===== config.mk =====
export PLATFORM = sky130hd
export DESIGN_NAME = digipot_i2c_slave
export DESIGN_NICKNAME = d
export VERILOG_FILES = /design/src/rtl/potctl_pkg.sv /design/src/rtl/pot_line_filter.sv /design/src/rtl/pot_bus_ctrl.sv /design/src/rtl/pot_regfile.sv /design/src/rtl/digipot_i2c_slave.sv
export SDC_FILE = /design/constraint.sdc
export NUM_CORES = 1
export LEC_CHECK = 0
export BUFFER_PORTS_ARGS = -buffer_cell sky130_fd_sc_hd__buf_2
export CAP_MARGIN = 0
export CORE_MARGIN = 5
export CORE_UTILIZATION = 60
export CTS_BUF_LIST = sky130_fd_sc_hd__clkbuf_8
export DETAILED_ROUTE_END_ITERATION = 8
export HOLD_SLACK_MARGIN = 0.1
export PLACE_DENSITY = 0.8
export SLEW_MARGIN = 10
export SYNTH_ARGS = -nofsm -noshare
export SYNTH_HDL_FRONTEND = slang
export SYNTH_SLANG_ARGS = --single-unit

===== constraint.sdc =====
create_clock -name clk -period 2.35 [get_ports clk]
set_input_delay 0.3525 -clock clk [delete_from_list [all_inputs] [get_ports clk]]
set_output_delay 0.3525 -clock clk [all_outputs]
set_load 0.02 [all_outputs]

===== src/rtl/potctl_pkg.sv =====
package potctl_pkg;
  localparam int unsigned BYTE_W = 8;
  localparam int unsigned NUM_CH = 2;
  localparam logic [BYTE_W-1:0] MID_CODE = 8'h80;

  typedef struct packed {
    logic              instrLoad;
    logic              dataLoad;
    logic [BYTE_W-1:0] rxByte;
  } pot_strobe_t;

  typedef enum logic [3:0] {
    S_IDLE, S_ADDR, S_ADDR_ACK, S_INSTR, S_INSTR_ACK,
    S_WDATA, S_WDATA_ACK, S_RDATA, S_RDATA_ACK, S_IGNORE
  } bus_state_t;
endpackage


===== src/rtl/pot_line_filter.sv =====
module pot_line_filter #(
  parameter int unsigned FILT_LEN = 3
) (
  input  logic clk,
  input  logic rstN,
  input  logic rawIn,
  output logic cleanOut
);
  localparam int unsigned CNT_W = $clog2(FILT_LEN + 1);

  logic syncA, syncB;
  logic [CNT_W-1:0] runCnt;

  always_ff @(posedge clk or negedge rstN) begin
    if (!rstN) begin
      syncA    <= 1'b1;
      syncB    <= 1'b1;
      cleanOut <= 1'b1;
      runCnt   <= '0;
    end else begin
      syncA <= rawIn;
      syncB <= syncA;
      if (syncB == cleanOut) begin
        runCnt <= '0;
      end else if (runCnt == CNT_W'(FILT_LEN - 1)) begin
        cleanOut <= syncB;
        runCnt   <= '0;
      end else begin
        runCnt <= runCnt + CNT_W'(1);
      end
    end
  end
endmodule


===== src/rtl/pot_bus_ctrl.sv =====
module pot_bus_ctrl
  import potctl_pkg::*;
#(
  parameter int unsigned FILT_LEN = 3,
  parameter logic [4:0]  ADDR_HI  = 5'b01011
) (
  input  logic              clk,
  input  logic              rstN,
  input  logic              sclIn,
  input  logic              sdaIn,
  input  logic [1:0]        addrPins,
  input  logic [BYTE_W-1:0] rdCode,
  output pot_strobe_t       strobe,
  output logic              sdaPullLow
);
  localparam int unsigned CNT_W = $clog2(BYTE_W + 1);
  localparam logic [CNT_W-1:0] BYTE_BITS = CNT_W'(BYTE_W);

  logic [1:0] rawLines, cleanLines;
  assign rawLines = {sclIn, sdaIn};

  for (genvar g = 0; g < 2; g++) begin : g_line
    pot_line_filter #(.FILT_LEN(FILT_LEN)) u_filt (
      .clk(clk), .rstN(rstN), .rawIn(rawLines[g]), .cleanOut(cleanLines[g])
    );
  end

  logic sclF, sdaF, sclQ, sdaQ;
  assign sclF = cleanLines[1];
  assign sdaF = cleanLines[0];

  always_ff @(posedge clk or negedge rstN) begin
    if (!rstN) begin
      sclQ <= 1'b1;
      sdaQ <= 1'b1;
    end else begin
      sclQ <= sclF;
      sdaQ <= sdaF;
    end
  end

  logic sclRise, sclFall, startDet, stopDet;
  assign sclRise  = sclF & ~sclQ;
  assign sclFall  = ~sclF & sclQ;
  assign startDet = sclF & sclQ & sdaQ & ~sdaF;
  assign stopDet  = sclF & sclQ & ~sdaQ & sdaF;

  bus_state_t        state;
  logic [CNT_W-1:0]  bitCnt;
  logic [BYTE_W-1:0] shiftReg, txReg;
  logic              sdaLow, readMode, masterAck;

  assign sdaPullLow = sdaLow;

  always_ff @(posedge clk or negedge rstN) begin
    if (!rstN) begin
      state     <= S_IDLE;
      bitCnt    <= '0;
      shiftReg  <= '0;
      txReg     <= '0;
      sdaLow    <= 1'b0;
      readMode  <= 1'b0;
      masterAck <= 1'b0;
      strobe    <= '0;
    end else begin
      strobe.instrLoad <= 1'b0;
      strobe.dataLoad  <= 1'b0;
      if (startDet) begin
        state  <= S_ADDR;
        bitCnt <= '0;
        sdaLow <= 1'b0;
      end else if (stopDet) begin
        state  <= S_IDLE;
        sdaLow <= 1'b0;
      end else begin
        case (state)
          S_ADDR, S_INSTR, S_WDATA: begin
            if (sclRise && bitCnt != BYTE_BITS) begin
              shiftReg <= {shiftReg[BYTE_W-2:0], sdaF};
              bitCnt   <= bitCnt + CNT_W'(1);
            end else if (sclFall && bitCnt == BYTE_BITS) begin
              bitCnt <= '0;
              if (state == S_ADDR) begin
                if (shiftReg[BYTE_W-1:1] == {ADDR_HI, addrPins}) begin
                  sdaLow   <= 1'b1;
                  readMode <= shiftReg[0];
                  state    <= S_ADDR_ACK;
                end else begin
                  state <= S_IGNORE;
                end
              end else begin
                sdaLow           <= 1'b1;
                strobe.rxByte    <= shiftReg;
                strobe.instrLoad <= (state == S_INSTR);
                strobe.dataLoad  <= (state == S_WDATA);
                state            <= (state == S_INSTR) ? S_INSTR_ACK : S_WDATA_ACK;
              end
            end
          end
          S_ADDR_ACK: begin
            if (sclFall) begin
              if (readMode) begin
                txReg  <= rdCode;
                sdaLow <= ~rdCode[BYTE_W-1];
                bitCnt <= CNT_W'(1);
                state  <= S_RDATA;
              end else begin
                sdaLow <= 1'b0;
                state  <= S_INSTR;
              end
            end
          end
          S_INSTR_ACK, S_WDATA_ACK: begin
            if (sclFall) begin
              sdaLow <= 1'b0;
              state  <= S_WDATA;
            end
          end
          S_RDATA: begin
            if (sclFall) begin
              if (bitCnt == BYTE_BITS) begin
                sdaLow <= 1'b0;
                state  <= S_RDATA_ACK;
              end else begin
                txReg  <= txReg << 1;
                sdaLow <= ~txReg[BYTE_W-2];
                bitCnt <= bitCnt + CNT_W'(1);
              end
            end
          end
          S_RDATA_ACK: begin
            if (sclRise) begin
              masterAck <= ~sdaF;
            end else if (sclFall) begin
              if (masterAck) begin
                txReg  <= rdCode;
                sdaLow <= ~rdCode[BYTE_W-1];
                bitCnt <= CNT_W'(1);
                state  <= S_RDATA;
              end else begin
                state <= S_IGNORE;
              end
            end
          end
          default: ;
        endcase
      end
    end
  end

  AST_STOP_IDLE: assert property (@(posedge clk) disable iff (!rstN)
    stopDet |=> (state == S_IDLE && !sdaLow));
  AST_IGNORE_QUIET: assert property (@(posedge clk) disable iff (!rstN)
    (state == S_IGNORE) |-> (!sdaLow && !strobe.instrLoad && !strobe.dataLoad));
  AST_SDA_HOLD_HIGH: assert property (@(posedge clk) disable iff (!rstN)
    (sclF && sclQ) |-> $stable(sdaLow));
endmodule


===== src/rtl/pot_regfile.sv =====
module pot_regfile
  import potctl_pkg::*;
(
  input  logic              clk,
  input  logic              rstN,
  input  pot_strobe_t       strobe,
  input  logic              sleepReqN,
  output logic [NUM_CH-1:0][BYTE_W-1:0] wiperArr,
  output logic [BYTE_W-1:0] rdCode,
  output logic [NUM_CH-1:0] offVec,
  output logic [1:0]        gpOut
);
  logic chSel, shutFlag, midHold;
  logic unusedLowBits;
  assign unusedLowBits = ^strobe.rxByte[2:0];

  logic cmdSel, cmdMid;
  assign cmdSel = strobe.rxByte[7];
  assign cmdMid = strobe.rxByte[6];

  always_ff @(posedge clk or negedge rstN) begin
    if (!rstN) begin
      chSel    <= 1'b0;
      shutFlag <= 1'b0;
      midHold  <= 1'b0;
      gpOut    <= 2'b00;
    end else if (strobe.instrLoad) begin
      chSel    <= cmdSel;
      midHold  <= cmdMid;
      shutFlag <= strobe.rxByte[5];
      gpOut    <= {strobe.rxByte[4], strobe.rxByte[3]};
    end
  end

  for (genvar c = 0; c < NUM_CH; c++) begin : g_ch
    localparam logic CH_ID = 1'(c);
    logic [BYTE_W-1:0] codeReg;
    always_ff @(posedge clk or negedge rstN) begin
      if (!rstN) begin
        codeReg <= MID_CODE;
      end else if (strobe.instrLoad && cmdMid && cmdSel == CH_ID) begin
        codeReg <= MID_CODE;
      end else if (strobe.dataLoad && !midHold && chSel == CH_ID) begin
        codeReg <= strobe.rxByte;
      end
    end
    assign wiperArr[c] = codeReg;
    assign offVec[c]   = shutFlag | ~sleepReqN;
  end

  assign rdCode = wiperArr[chSel];

  AST_SINGLE_STROBE: assert property (@(posedge clk) disable iff (!rstN)
    !(strobe.instrLoad && strobe.dataLoad));
  AST_MID_PRESET: assert property (@(posedge clk) disable iff (!rstN)
    (strobe.instrLoad && cmdMid) |=> (rdCode == MID_CODE));
  AST_MID_DISCARD: assert property (@(posedge clk) disable iff (!rstN)
    (strobe.dataLoad && midHold) |=> $stable(wiperArr));
  AST_CODE_HOLD: assert property (@(posedge clk) disable iff (!rstN)
    (!strobe.instrLoad && !strobe.dataLoad) |=> $stable(wiperArr));
endmodule


===== src/rtl/digipot_i2c_slave.sv =====
module digipot_i2c_slave
  import potctl_pkg::*;
#(
  parameter int unsigned FILT_LEN = 3
) (
  input  logic              clk,
  input  logic              rstN,
  input  logic              sclIn,
  input  logic              sdaIn,
  input  logic [1:0]        addrPins,
  input  logic              sleepReqN,
  output logic              sdaPullLow,
  output logic [BYTE_W-1:0] wiperCodeA,
  output logic [BYTE_W-1:0] wiperCodeB,
  output logic              offA,
  output logic              offB,
  output logic [1:0]        gpOut
);
  pot_strobe_t strobe;
  logic [BYTE_W-1:0] rdCode;
  logic [NUM_CH-1:0][BYTE_W-1:0] wiperArr;
  logic [NUM_CH-1:0] offVec;

  pot_bus_ctrl #(.FILT_LEN(FILT_LEN)) u_ctrl (
    .clk(clk), .rstN(rstN), .sclIn(sclIn), .sdaIn(sdaIn),
    .addrPins(addrPins), .rdCode(rdCode), .strobe(strobe),
    .sdaPullLow(sdaPullLow)
  );

  pot_regfile u_regs (
    .clk(clk), .rstN(rstN), .strobe(strobe), .sleepReqN(sleepReqN),
    .wiperArr(wiperArr), .rdCode(rdCode), .offVec(offVec), .gpOut(gpOut)
  );

  assign wiperCodeA = wiperArr[0];
  assign wiperCodeB = wiperArr[1];
  assign offA       = offVec[0];
  assign offB       = offVec[1];
endmodule


After elaboration in Yosys (flattened, before gate mapping) --
Index checks and enable logic that the tools add are counted.
Word-level totals: register bits after elaboration 69, output and inout port bits 21
Cells by class: $add $sub $neg 3, $lt $le $gt $ge 1, equal/unequal tests 41, multiplexer cells 67, bitwise gates (word level) 23, reduce and logical (&&, ||, !) cells 26
Operator list (number):
- 4-bit 2-to-1 mux | 24
- 10-bit 2-to-1 mux | 6
- 7-bit 2-to-1 mux | 7
- 8-bit 2-to-1 mux | 6
- 4-bit by 1-bit inequality test with 1-bit output (second input constant) | 8
- 10-bit AND reduction | 3
- 7-bit one-hot mux with 3 select lines | 1
- 4-bit one-hot mux with 5 select lines | 1
- 4-bit by 3-bit equality test with 1-bit output (second input constant) | 4
- 4-bit one-hot mux with 4 select lines | 1
- 3-bit by 1-bit inequality test with 1-bit output (second input constant) | 5
- 1-bit inverter | 15
- 1-bit 2-to-1 mux | 14
- 2-bit by 1-bit inequality test with 1-bit output (second input constant) | 6
- 2-bit 2-to-1 mux | 5
- 9-bit AND reduction | 1
- 4-bit by 2-bit equality test with 1-bit output (second input constant) | 2
- 4-bit equality test (second input constant) | 2
- 1-bit logical AND | 8
- 4-bit inequality test (second input constant) | 2
- 4-bit AND reduction | 2
- 1-bit AND | 7
- 7-bit by 6-bit equality test with 1-bit output | 1
- 7-bit AND reduction | 1
- other kinds (23) | 29

Longest topological paths before layout --
depth after elaboration 9, depth in mapped cells 8

Modules after synthesis --
Synthesis repeated with hierarchy kept, for this count alone.
Second synthesis, totals: cell total of the unflattened synthesis 311, area, all modules 3558.4 sq um
By module, submodules not included:
- pot_bus_ctrl | instances 1, cells each 210, area an instance 2193.4 sq um, seq. area each 953.4 sq um
- pot_regfile | instances 1, cells each 81, area an instance 1007.2 sq um, seq. area each 528.0 sq um
- pot_line_filter | instances 2, cells each 10, area an instance 178.9 sq um, seq. area each 128.9 sq um

Least setup slack after synthesis --
No wires, ideal clock.
kind reg2reg, from register u_ctrl.g_line[0].u_filt.cleanOut, to register u_ctrl.state[0], setup time 128 ps, data arrival time 1817 ps, required time 2222 ps, slack 406 ps, cell stages (with the launch flop) 7, period minus slack after synthesis 1944 ps, cell sequence dfstp_2 > buf_2 > xnor2_4 > nor2_4 > nor4_2 > nor3_4 > mux2_1
On the way: longest elaborated chain between the ends 4, elaborated cells on any way between the ends 15, classes of those cells eq/ne (8); mux (2); bitwise (3); reduce/logical (2)
Ends and longest elaborated chain:
- start, declared | line pot_line_filter.sv:7 | output logic cleanOut
- start signal, assigned | line pot_line_filter.sv:26 | cleanOut <= syncB;
- 1-bit inverter | line pot_bus_ctrl.sv:45 | assign startDet = sclF & sclQ & sdaQ & ~sdaF;
- 1-bit AND | line pot_bus_ctrl.sv:45
- 4-bit by 1-bit inequality test with 1-bit output (no line) (tied with other cells)
- 9-bit AND reduction (no line)
- end signal, assigned | line pot_bus_ctrl.sv:96 | state <= (state == S_INSTR) ? S_INSTR_ACK : S_WDATA_ACK;
- end, declared | line pot_bus_ctrl.sv:48 | bus_state_t state;
Several ways; a longest one is shown, not always the timed one. A chain may end at the register's enable or synchronous reset.

Worst setup path after layout --
from register u_ctrl.bitCnt[0], to register, netlist name u_ctrl.strobe[7]
On the way: longest elaborated chain between the ends 4, elaborated cells on any way between the ends 6, classes of those cells eq/ne (2); bitwise (1); reduce/logical (3)
Ends and longest elaborated chain:
- start, declared | line pot_bus_ctrl.sv:49 | logic [CNT_W-1:0] bitCnt;
- start signal, assigned | line pot_bus_ctrl.sv:80 | bitCnt <= bitCnt + CNT_W'(1);
- start signal, assigned | line pot_bus_ctrl.sv:127 | bitCnt <= bitCnt + CNT_W'(1);
- 4-bit inequality test | line pot_bus_ctrl.sv:78 | if (sclRise && bitCnt != BYTE_BITS) begin
- 1-bit logical AND | line pot_bus_ctrl.sv:78
- 1-bit inverter (no line)
- 6-bit AND reduction (no line) *
Mark *: on every way between the ends. The rest lies on a longest branch, timed or not.

==> flow_summary.ini <==
[synth]
syn_inst = 307
async_flop_share = 1.00
ys_seq_area_frac = 0.499
synth-edff-count = 0
syn_area_per_cell_sq_um = 11.4
synth_top_flop_cell = dfrtp_1
synth_top_cell_area_share = 0.424
yosysTopAreaCell = dfrtp_1
ys_ff_latch = 69
synth_area_sq_um = 3490
ys_types = 63
synth.yosys.warnings = 0
synth_area_leaders = dfrtp_1 (42%), mux2_2 (7.8%), dfstp_2 (7.5%)
syn-num-nets = 316

[cells_and_area]
register_area_sq_um = 1740
n_antenna_cell = 0
drive_gt1_frac = 0.299
fillerInstances = 420
multi_input_comb_area_sq_um = 1620
nNetsFinal = 352
final_design_area_no_fill_sq_um = 3920
area_delta_synth_final_pct = 12.5

[clock_network]
clk_path_buf_depth = 2
cts_sinks = 69
post_cts_resized = 0
clockRootBuffer = clkbuf_8
clk_pin_slew_ps = 70
clock_latency_ps = 340
cts_made_buffers = 9
cts_tree = built
htreeDepth = 3

[setup_path]
critPathCapture = u_ctrl.strobe[7]
startpoint_type = register
rrSetupSlack_ps = 210
r2r_cells = 7
critPathCaptureType = register
critPathKind = reg2reg
critPathRequiredTime_ps = 2580
reg2reg_to = u_ctrl.strobe[7]
r2r_start = u_ctrl.bitCnt[0]
cp.arrival_ps = 2370
crit_fanout = 8
cp-startpoint = u_ctrl.bitCnt[0]

[drt]
vias = 2520
firstDrtPassIters = 5
final_antenna_net_count = 0
drt-initial-drc-count = 225
drc = 0
avgViaCountPerCell = 6.00
routed_wl_um = 7130
post_drt_wl_per_cell_um = 17.0

[floorplan]
ioPinCount = 28
fp.coreArea_sq_um = 5570
die-height_um = 86.2
die_w_um = 86.2
rows = 27
initial_core_util = 0.625
die-area_sq_um = 7430

[timing]
setup_tns_ps = 0
fmax_mhz = 467
rsz0062_at_grt = false
setup-violations-final = 0
slew_violations = 0
relSlewSlack = 0.581
period_share = 0.911
fin_skew_ps = 5.50
fin_crit_ps = 2140
tightest_slew_ps = 624
hold_violations = 0

[global_route]
grt_pass1_vias = 2365
grtUsageTotal = 0.207
grt_pass1_wl_um = 12000
grt_max_degree = 70
antenna_found_initial = 0
overflow = 0

[place]
io_buffers = 27
place_congestion = 0.945
placed_area_sq_um = 3720
hpwl_um = 5090

[hold_path]
min_path_type = reg2reg

[power_and_ir_drop]
p_switching_mw = 1.58
p_clk_frac = 0.205
ir_worst_vdd_mv = 0.879
p_int_mw = 2.56
sequentialPowerShare = 0.396
p_per_area_nw_per_um2 = 1060
switching_share = 0.382
power_frac_comb = 0.399
p_leak_nw = 1.83

[run_status]
status = complete, no violations

[run]
maxCapViolCount = 0
## worst min path at each step
stage                               endpoint  slack [ps]  depth (start not counted)                     startpoint
6_report       u_ctrl.g_line[0].u_filt.syncB         350                          0  u_ctrl.g_line[0].u_filt.syncA
5_1_grt        u_ctrl.g_line[0].u_filt.syncB         370                          0  u_ctrl.g_line[0].u_filt.syncA
4_1_cts        u_ctrl.g_line[0].u_filt.syncB         360                          0  u_ctrl.g_line[0].u_filt.syncA
3_5_place_dp   u_ctrl.g_line[1].u_filt.syncB         350                          0  u_ctrl.g_line[1].u_filt.syncA
3_3_place_gp   u_ctrl.g_line[1].u_filt.syncB         350                          0  u_ctrl.g_line[1].u_filt.syncA
2_1_floorplan               u_ctrl.bitCnt[0]          60                          0                           rstN
## Yosys cell counts (3+ instances only)
cell      number
a21oi_1       13
a22o_1        10
buf_2          8
buf_4          3
clkbuf_1       3
dfrtp_1       59
dfstp_2       10
inv_1         10
mux2_2        24
mux2i_1       17
nand2_1       16
nand2b_1       5
nand3_1        3
nor2_1        22
nor2b_1        8
nor3_1         7
nor3b_1        7
o21ai_0       13
o21ai_1        5
o221ai_1       5
xnor2_1        6
## through the flow
stage | total power, mW | setup WS (ps) | hold WS (ps) | utilization | instances
2_1_floorplan | 2.93 | 406 | 56.9 | - | 307
3_3_place_gp | 3.26 | 261 | 347 | 0.667 | 401
3_5_place_dp | 3.29 | 283 | 348 | 0.667 | 401
4_1_cts | 4.16 | 253 | 358 | 0.704 | 420
5_1_grt | 4.42 | 94.5 | 366 | 0.704 | 420
6_report | 4.15 | 208 | 353 | 0.704 | 420
## critical path, cell delays in order (launching register included)
cell and delay [ps]:
dfrtp_1 420, inv_1 80, ha_1 140, nand3b_1 210, nor2_1 230, nand3_1 160
a21oi_2 400, mux2_2 390
## flip-flops by register name, indices dropped and copies added, names as in the netlist
register,count
u_ctrl.txReg,7
u_ctrl.state,4
u_ctrl.strobe,10
u_regs.gpOut,2
u_ctrl.g_line.u_filt.runCnt,4
u_ctrl.sdaPullLow,1
u_ctrl.sdaQ,1
u_ctrl.readMode,1
u_ctrl.g_line.u_filt.cleanOut,2
u_regs.chSel,1
u_ctrl.sclQ,1
u_regs.shutFlag,1
u_ctrl.g_line.u_filt.syncB,2
u_ctrl.shiftReg,8
u_regs.g_ch.codeReg,16
u_ctrl.masterAck,1
u_ctrl.bitCnt,4
u_ctrl.g_line.u_filt.syncA,2
u_regs.midHold,1
## metal layers
metal  global-route usage  vias to the layer above  part of all wire
li1                     -                     1192                 -
met1                0.303                     1246              0.47
met2                0.305                       71              0.47
met3               0.0447                       11             0.046
met4               0.0737                        0             0.014
met5                    0                        -                 0
## final cells by class
type | instances | share of cell area
clock buffers | 10 | 0.0351
flip-flops and latches | 69 | 0.443
well taps | 72 | 0.0230
inverters | 11 | 0.0105
clock inverters | 6 | 0.00989
multi-input cells | 211 | 0.412
repair buffers | 41 | 0.0663
## layout by cell type, fill, tap and decap left out, drive strengths merged, types with 2 or more instances in the layout
cell type and n:
dfrtp 59, buf 38, mux2 25, nor2 23
o21ai 18, mux2i 17, nand2 16, a21oi 15
inv 13, a22o 10, clkbuf 10, dfstp 10
nor3 9, nor2b 8, nor3b 7, xnor2 7
nand2b 5, o221ai 5, nand3 3, dlygate4sd3 3
or2 3, clkinv 3, and3 2, and4 2
o21bai 2, or4b 2, nand4b 2, or3b 2
a211o 2, o211ai 2, ha 2, a221oi 2
a31o 2
## power groups by stage
stage	sequential, mW	clock [mW]	combinational [mW]
2_1_floorplan	1.54	0	1.39
3_3_place_gp	1.64	0	1.62
6_report	1.64	0.850	1.65
4_1_cts	1.64	0.873	1.64
3_5_place_dp	1.66	0	1.63
5_1_grt	1.68	0.930	1.81
## what timing repair did
item	CTS	global route
hold buffers	3	0
hold endpoints to repair	61	0
setup endpoints to repair	0	0
buffers inserted	0	0
## logic make-up after synthesis
family / count (synthesis) / synth area share
fa+ha+maj: 2 / 0.00718
simple gates: 92 / 0.162
buf+inv: 27 / 0.0377
mux: 42 / 0.130
compound gates: 68 / 0.142
flops: 69 / 0.499
xor+xnor: 7 / 0.0230
(Power assumes the default switching activity.)
